File: src/rtl/boot_cfg_loader.sv
module boot_cfg_loader #(
  parameter int         WAIT_CYCLES = 2_500_000,
  parameter int         QTR_CYCLES  = 625,
  parameter logic [6:0] ROM_ADDR    = 7'b1010000,
  parameter logic [6:0] TGT_ADDR    = 7'b0101111
) (
  input  logic       clk,
  input  logic       rst_n,
  input  logic       sda_i,
  output logic       scl_oe,
  output logic       sda_oe,
  output logic       cfg_we,
  output logic [7:0] cfg_idx,
  output logic [7:0] cfg_data,
  output logic       load_done,
  output logic       load_fail,
  output logic       alert_req,
  input  logic       status_rd,
  output logic       tgt_en,
  output logic [6:0] tgt_addr
);
  localparam int WW = $clog2(WAIT_CYCLES + 1);
  localparam int QW = $clog2(QTR_CYCLES + 1);

  typedef enum logic [2:0] {S_WAIT, S_START, S_TX, S_RX, S_STOP, S_IDLE} st_t;

  st_t         st;
  logic [WW-1:0] wcnt;
  logic [QW-1:0] qcnt;
  logic [1:0]  ph;
  logic [3:0]  bitn;
  logic [1:0]  txsel;
  logic [7:0]  rcnt, shreg, txbyte;
  logic        fail;

  wire tick    = (qcnt == QW'(QTR_CYCLES - 1));
  wire samp    = tick && (ph == 2'd2);
  wire bit_end = tick && (ph == 2'd3);
  wire is_ack  = (bitn == 4'd8);
  wire last    = (rcnt == 8'hFF);

  assign tgt_en   = (st == S_IDLE);
  assign tgt_addr = TGT_ADDR;

  always_comb begin
    case (txsel)
      2'd0:    txbyte = {ROM_ADDR, 1'b0};
      2'd1:    txbyte = 8'h00;
      default: txbyte = {ROM_ADDR, 1'b1};
    endcase
  end

  always_comb begin
    scl_oe = 1'b0;
    sda_oe = 1'b0;
    case (st)
      S_START: begin scl_oe = (ph == 2'd0) || (ph == 2'd3); sda_oe = (ph >= 2'd2); end
      S_TX:    begin scl_oe = (ph == 2'd0) || (ph == 2'd3);
                     sda_oe = !is_ack && !txbyte[3'd7 - bitn[2:0]]; end
      S_RX:    begin scl_oe = (ph == 2'd0) || (ph == 2'd3); sda_oe = is_ack && !last; end
      S_STOP:  begin scl_oe = (ph == 2'd0); sda_oe = (ph <= 2'd1); end
      default: ;
    endcase
  end

  always_ff @(posedge clk or negedge rst_n) begin
    if (!rst_n) begin
      st <= S_WAIT; wcnt <= '0; qcnt <= '0; ph <= 2'd0; bitn <= 4'd0;
      txsel <= 2'd0; rcnt <= 8'd0; shreg <= 8'd0; fail <= 1'b0;
      cfg_we <= 1'b0; cfg_idx <= 8'd0; cfg_data <= 8'd0;
      load_done <= 1'b0; load_fail <= 1'b0; alert_req <= 1'b0;
    end else begin
      cfg_we <= 1'b0;
      if (status_rd) alert_req <= 1'b0;
      if (st == S_WAIT) begin
        qcnt <= '0;
        if (wcnt == WW'(WAIT_CYCLES - 1)) st <= S_START;
        else wcnt <= wcnt + 1'b1;
      end else if (st != S_IDLE) begin
        qcnt <= tick ? '0 : qcnt + 1'b1;
        if (tick) ph <= ph + 2'd1;
        if (samp) begin
          if (st == S_TX && is_ack && sda_i) fail <= 1'b1;
          if (st == S_RX && !is_ack) begin
            shreg <= {shreg[6:0], sda_i};
            if (bitn == 4'd7) begin
              cfg_we   <= 1'b1;
              cfg_idx  <= rcnt;
              cfg_data <= {shreg[6:0], sda_i};
            end
          end
        end
        if (bit_end) begin
          case (st)
            S_START: begin st <= S_TX; bitn <= 4'd0; end
            S_TX: begin
              if (!is_ack) bitn <= bitn + 4'd1;
              else begin
                bitn <= 4'd0;
                if (fail)               st <= S_STOP;
                else if (txsel == 2'd1) begin txsel <= 2'd2; st <= S_START; end
                else if (txsel == 2'd2) st <= S_RX;
                else                    txsel <= 2'd1;
              end
            end
            S_RX: begin
              if (!is_ack) bitn <= bitn + 4'd1;
              else begin
                bitn <= 4'd0;
                if (last) st <= S_STOP;
                else      rcnt <= rcnt + 8'd1;
              end
            end
            S_STOP: begin
              st        <= S_IDLE;
              load_done <= !fail;
              load_fail <= fail;
              if (fail) alert_req <= 1'b1;
            end
            default: ;
          endcase
        end
      end
    end
  end

  assert_wait_quiet_R2: assert property (@(posedge clk) disable iff (!rst_n)
    (st == S_WAIT) |-> (!scl_oe && !sda_oe));
  assert_sda_steady_R3: assert property (@(posedge clk) disable iff (!rst_n)
    (st == S_TX && !scl_oe && $past(st == S_TX) && $past(!scl_oe)) |-> $stable(sda_oe));
  assert_we_pulse_R6: assert property (@(posedge clk) disable iff (!rst_n)
    cfg_we |=> !cfg_we);
  assert_done_sticky_R7: assert property (@(posedge clk) disable iff (!rst_n)
    load_done |=> (load_done && tgt_en));
  assert_fail_excl_R8: assert property (@(posedge clk) disable iff (!rst_n)
    load_fail |-> (!load_done && !cfg_we));
  assert_alert_src_R8: assert property (@(posedge clk) disable iff (!rst_n)
    $rose(alert_req) |-> load_fail);
  assert_alert_hold_R9: assert property (@(posedge clk) disable iff (!rst_n)
    (alert_req && !status_rd) |=> alert_req);
endmodule

File: config.mk
export PLATFORM = sky130hd
export DESIGN_NAME = boot_cfg_loader
export DESIGN_NICKNAME = d
export VERILOG_FILES = /design/src/rtl/boot_cfg_loader.sv
export SDC_FILE = /design/constraint.sdc
export NUM_CORES = 1
export LEC_CHECK = 0
export BUFFER_PORTS_ARGS = -buffer_cell sky130_fd_sc_hd__buf_4
export CAP_MARGIN = 30
export CORE_ASPECT_RATIO = 1.2
export CORE_MARGIN = 5
export CORE_UTILIZATION = 35
export DETAILED_ROUTE_END_ITERATION = 8
export PLACE_DENSITY_LB_ADDON = 0.15
export RECOVER_POWER = 100
export SETUP_SLACK_MARGIN = 0.2
export SYNTH_ARGS = -nofsm -noshare
export SYNTH_HDL_FRONTEND = slang
export SYNTH_SLANG_ARGS = --single-unit
File: constraint.sdc
create_clock -name clk -period 2.1 [get_ports clk]
set_input_delay 0.315 -clock clk [delete_from_list [all_inputs] [get_ports clk]]
set_output_delay 0.315 -clock clk [all_outputs]
set_load 0.02 [all_outputs]
# After elaboration in Yosys (flattened, before gate mapping)
# Index checks and enable logic that the tools add are counted.
[op_classes]
add_sub_neg = 6
magnitude_cmp = 3
eq_ne = 21
muxes = 34
bitwise_logic = 4
n_reduce_logical = 31
[op_table]
columns = ["cell", "n"]
rows = [
  ["10-bit two-way mux", 3],
  ["3-bit two-way mux", 10],
  ["22-bit by 1-bit adder with 22-bit output (second input constant)", 1],
  ["22-bit equality test (second input constant)", 1],
  ["8-bit case mux with 2 select lines", 1],
  ["4-bit AND reduction", 4],
  ["1-bit two-way mux", 12],
  ["3-bit inequality test (second input constant)", 4],
  ["3-bit case mux with 4 select lines", 1],
  ["10-bit by 1-bit adder with 10-bit output (second input constant)", 1],
  ["10-bit equality test (second input constant)", 1],
  ["8-bit by 1-bit adder with 8-bit output (second input constant)", 1],
  ["8-bit equality test (second input constant)", 1],
  ["4-bit case mux with 2 select lines", 1],
  ["8-bit AND reduction", 1],
  ["1-bit logical AND", 7],
  ["7-bit AND reduction", 1],
  ["2-bit equality test (second input constant)", 3],
  ["3-bit by 2-bit equality test with 1-bit output (second input constant)", 2],
  ["3-bit equality test (second input constant)", 2],
  ["6-bit AND reduction", 1],
  ["2-bit nonzero test", 3],
  ["5-bit by 3-bit inequality test with 1-bit output (second input constant)", 1],
  ["5-bit AND reduction", 1],
  ["27 further kinds", 35],
]
[word_totals]
register_bits = 79

# Logic depth before layout (Yosys ltp)
[depth]
depth_word = 9
depth_mapped = 8

# Worst setup path after synthesis
# No wires, ideal clock.
[synth_timing]
path_kind = "flip-flop to flip-flop"
startpoint = "register qcnt[0]"
endpoint = "register cfg_data[5]"
setup_ns = 0.125
arrival_ns = 1.806
setup_slack_ns = 0.169
stages_incl_launch_ff = 9
path_buffers = 2
period_less_slack_ns = 1.931
cell_sequence = "dfrtp_1 -> inv_1 -> ha_1 -> and4bb_2 -> and3_1 -> buf_2 -> nand4_4 -> buf_2 -> mux2_2"
[synth_via]
elab_chain_len = 3
[synth_rtl]
columns = ["element", "line", "source"]
rows = [
  ["from (decl)", "29", "logic [QW-1:0] qcnt;"],
  ["from (signal assigned)", "80", "qcnt <= tick ? '0 : qcnt + 1'b1;"],
  ["10-bit equality test", "36", "wire tick = (qcnt == QW'(QTR_CYCLES - 1));"],
  ["1-bit logical AND", "37", "wire samp = tick && (ph == 2'd2);"],
  ["5-bit AND reduction (no source line)", "n/a", ""],
  ["to (signal assigned)", "89", "cfg_data <= {shreg[6:0], sda_i};"],
  ["to (decl)", "14", "output logic [7:0] cfg_data,"],
]
# Every way passes these cells.
# A chain may end at the register's enable or synchronous reset.

# Worst setup path after layout
[layout_timing]
startpoint = "register bitn[0]"
endpoint = "output port sda_oe"
[layout_via]
elab_chain_len = 6
[layout_rtl]
columns = ["element", "line", "source"]
rows = [
  ["from (decl)", "31", "logic [3:0] bitn;"],
  ["from (signal assigned)", "97", "if (!is_ack) bitn <= bitn + 4'd1;"],
  ["from (signal assigned)", "107", "if (!is_ack) bitn <= bitn + 4'd1;"],
  ["3-bit subtractor", "59", "sda_oe = !is_ack && !txbyte[3'd7 - bitn[2:0]]; end"],
  ["1-bit binary-select mux with 3-bit select", "59", ""],
  ["1-bit two-way mux (implied by the code)", "59", ""],
  ["1-bit logical NOT", "59", ""],
  ["1-bit logical AND", "59", ""],
  ["1-bit case mux with 4 select lines (*)", "56", "case (st)"],
  ["to (decl)", "11", "output logic sda_oe,"],
]
# Mark *: on every way between the ends. The rest lies on a longest branch, timed or not. The select of a mux whose other input is x is not followed.

==> flow_summary.json <==
{
  "status": "finished, final reports clean",
  "htree_levels": 3,
  "grt_first_pass_wirelength_mm": 15.2,
  "cts_buffers": 9,
  "dp_slack_ns": 0.0237,
  "grt_use_total_pct": 13.9,
  "worst_hold_path.endpoint": "alert_req",
  "clk_path_buf_depth": 2,
  "drt-pass1-iter-count": 4,
  "peakVddDrop_mv": 0.425,
  "synth_xor_area_share_pct": 7.64,
  "fmax_mhz": 481,
  "hp-start": "status_rd",
  "seq_area_mm2": 0.00198,
  "synth_mux_area_share_pct": 7.80,
  "syn_area_mm2": 0.00401,
  "synth_cell_type_count": 54,
  "finalCritPeriodShare_pct": 99.0,
  "wl_per_cell_um": 15.1,
  "grt_max_degree": 52,
  "drv_cap": 0,
  "hold_ws_ns": 0.156,
  "clk_pin_slew_ns": 0.07,
  "finalWorstSetupSlack_ns": 0.0202,
  "routed_wl_mm": 9.03,
  "synth_top_family_by_area": "simple AND/OR/NAND/NOR gates",
  "setup_tns_ns": 0,
  "placed_cells_incl_taps": 551,
  "ios": 34,
  "worstSetupEndpointType": "output port",
  "hold_viol_final": 0,
  "synth-simple-area-share_pct": 19.5,
  "drive_gt1_share_pct": 30.9,
  "gp_congestion": 0.899,
  "stdcell_count": 598,
  "clock_skew_ns": 0.00726,
  "min_period_ns": 2.08,
  "nets": 453,
  "hold_depth": 2,
  "antenna_found_initial": 0,
  "synth-compound-area-share_pct": 7.95,
  "rsz0062_at_grt": "true",
  "rows": 42,
  "worstMarginPinSlew_ns": 0.769,
  "antenna_cells": 0,
  "initialDrtViolationCount": 139,
  "dpl-instance-area_mm2": 0.00446,
  "r2r_end": "shreg[6]",
  "setup_violations": 0,
  "timing.rr.start": "bitn[0]",
  "cp-startpoint": "bitn[0]",
  "grt_pass1_vias": 3078,
  "ant_nets": 0,
  "clock-sinks": 79,
  "drv_slew": 0,
  "cts_root_buf": "clkbuf_16",
  "path_class": "register to output port",
  "synth_seq_cells": 79,
  "cp.required_ns": 1.78,
  "p_per_area_mw_per_mm2": 620,
  "synthFlopType": "dfrtp_1",
  "relSlewSlack_pct": 48.7,
  "multi_input_area_mm2": 0.00204,
  "fin_area_mm2": 0.00511,
  "async_reset_ff_share_pct": 100,
  "cp_max_fo": 2,
  "synth_seq_area_share_pct": 49.3,
  "insertion_delay_ns": 0.34,
  "r2r_cells": 9,
  "ys_warn_count": 0,
  "rrSetupSlack_ns": 0.08,
  "drc_errors": 0,
  "via_per_inst": 5.09,
  "arrival_ns": 1.76,
  "areaGrowthSynthToFinish_pct": 27.3,
  "port_buffers": 26,
  "filler_cell_count": 1130,
  "dpl.hpwl_mm": 6.23,
  "grt-ovfl-total": 0,
  "dieArea_mm2": 0.0137,
  "synth-edff-count": 0,
  "cts_tree": "yes",
  "num_vias": 3046,
  "min_path_type": "primary input to register",
  "core_mm2": 0.0111,
  "die_w_um": 108,
  "p_leak_nw": 2.31,
  "postSynthCellCount": 368,
  "crit_path_start_kind": "register",
  "syn_avg_cell_area_um2": 10.9,
  "die-height_um": 127,
  "start_util_pct": 36.0,
  "synthAdderAreaFrac_pct": 3.12
}
## stage by stage
stage / power, mW / util (%)
final: 3.17 / 45.8
after global routing: 3.29 / 45.8
after detailed placement: 1.61 / 40.0
after floorplan: 1.58 / -
after CTS: 3.22 / 43.9
after global placement: 1.61 / 40.0
## worst max path at each step
stage / cells after the start / to / slack, ns
2_1_floorplan: 7 / cfg_data[5] / 0.21
3_3_place_gp: 7 / sda_oe / 0.04
3_5_place_dp: 7 / sda_oe / 0.02
4_1_cts: 7 / sda_oe / -0.04
5_1_grt: 7 / sda_oe / -0.05
6_report: 7 / sda_oe / 0.02
## final cells by class
cell class	instances	share of cell area, %
flip-flops and latches	79	38.8
repair buffers	75	10.3
clock buffers	9	4.41
multi-input cells	258	39.9
well taps	154	3.77
inverters	16	1.18
clock inverters	7	1.57
## worst max-delay path: stages, from the launching register on
cell	delay, ns
dfrtp_1	0.38
inv_2	0.07
ha_4	0.16
and3b_2	0.22
nor3_4	0.14
o311ai_2	0.13
o211ai_1	0.14
buf_4	0.19
## metal layers
| layer | routed length (µm) | up-vias | part of all wire, % | track usage, % |
|---|---|---|---|---|
| li1 | - | 1454 | - | - |
| met1 | 4040 | 1516 | 45 | 18.0 |
| met2 | 4430 | 63 | 49 | 22.3 |
| met3 | 362 | 13 | 4.0 | 3.18 |
| met4 | 193 | 0 | 2.1 | 6.24 |
| met5 | 0 | - | 0 | 0 |
## cell usage after synthesis (5+ instances only)
master / n / area share (%)
buf_4: 7 / 1.3
dfrtp_1: 79 / 49
and3_1: 11 / 1.7
nor2_1: 15 / 1.4
nor3_1: 10 / 1.2
clkbuf_1: 5 / 0.47
inv_1: 16 / 1.5
nor4_1: 7 / 1.1
xnor2_1: 22 / 4.8
o21ai_0: 15 / 1.9
mux2_2: 26 / 7.3
a21oi_1: 6 / 0.75
nand4_1: 15 / 2.3
buf_2: 5 / 0.62
nand2_1: 18 / 1.7
nand3_1: 23 / 2.9
xor2_1: 13 / 2.8
ha_1: 10 / 3.1
## kinds of logic after synthesis
| family | count (synthesis) |
|---|---|
| buffers and inverters | 36 |
| other | 2 |
| flip-flops | 79 |
| AO/OA/AOI/OAI | 47 |
| multiplexers | 28 |
| adder cells (fa/ha/maj) | 10 |
| XOR/XNOR | 35 |
| AND/OR/NAND/NOR | 131 |
## sequential cells by signal, indices dropped and copies added, names as in the netlist, 2 cells and up
register and count:
rcnt 8, qcnt 10, ph 2, bitn 4, wcnt 22, shreg 7
txsel 2, cfg_idx 8, st 3, cfg_data 8
## where the power goes
group	switching, mW	total (mW)	internal, mW
Sequential	0.00103	1.52	1.52
Combinational	0.0445	0.0544	0.00987
Clock	0.657	1.59	0.933
## cell usage in the layout, fill, tap and decap left out, types with 11 or more instances in the layout
master     n
dfrtp_1   75
xor2_1    12
nor2_1    11
nand4_1   15
clkbuf_1  22
nand2_1   18
buf_4     42
and3_1    11
nand3_1   22
inv_1     13
o21ai_0   12
mux2_2    25
xnor2_1   22
## repair_timing
item                                   CTS  global route
hold buffers                             1             0
resized for setup                       13            44
pin swaps                                4            14
cloned                                   0             0
setup buffers                           11            19
setup endpoints to repair               27            53
endpoints found under the hold margin   28             0
No activity file was read; power rests on OpenSTA's default activity.
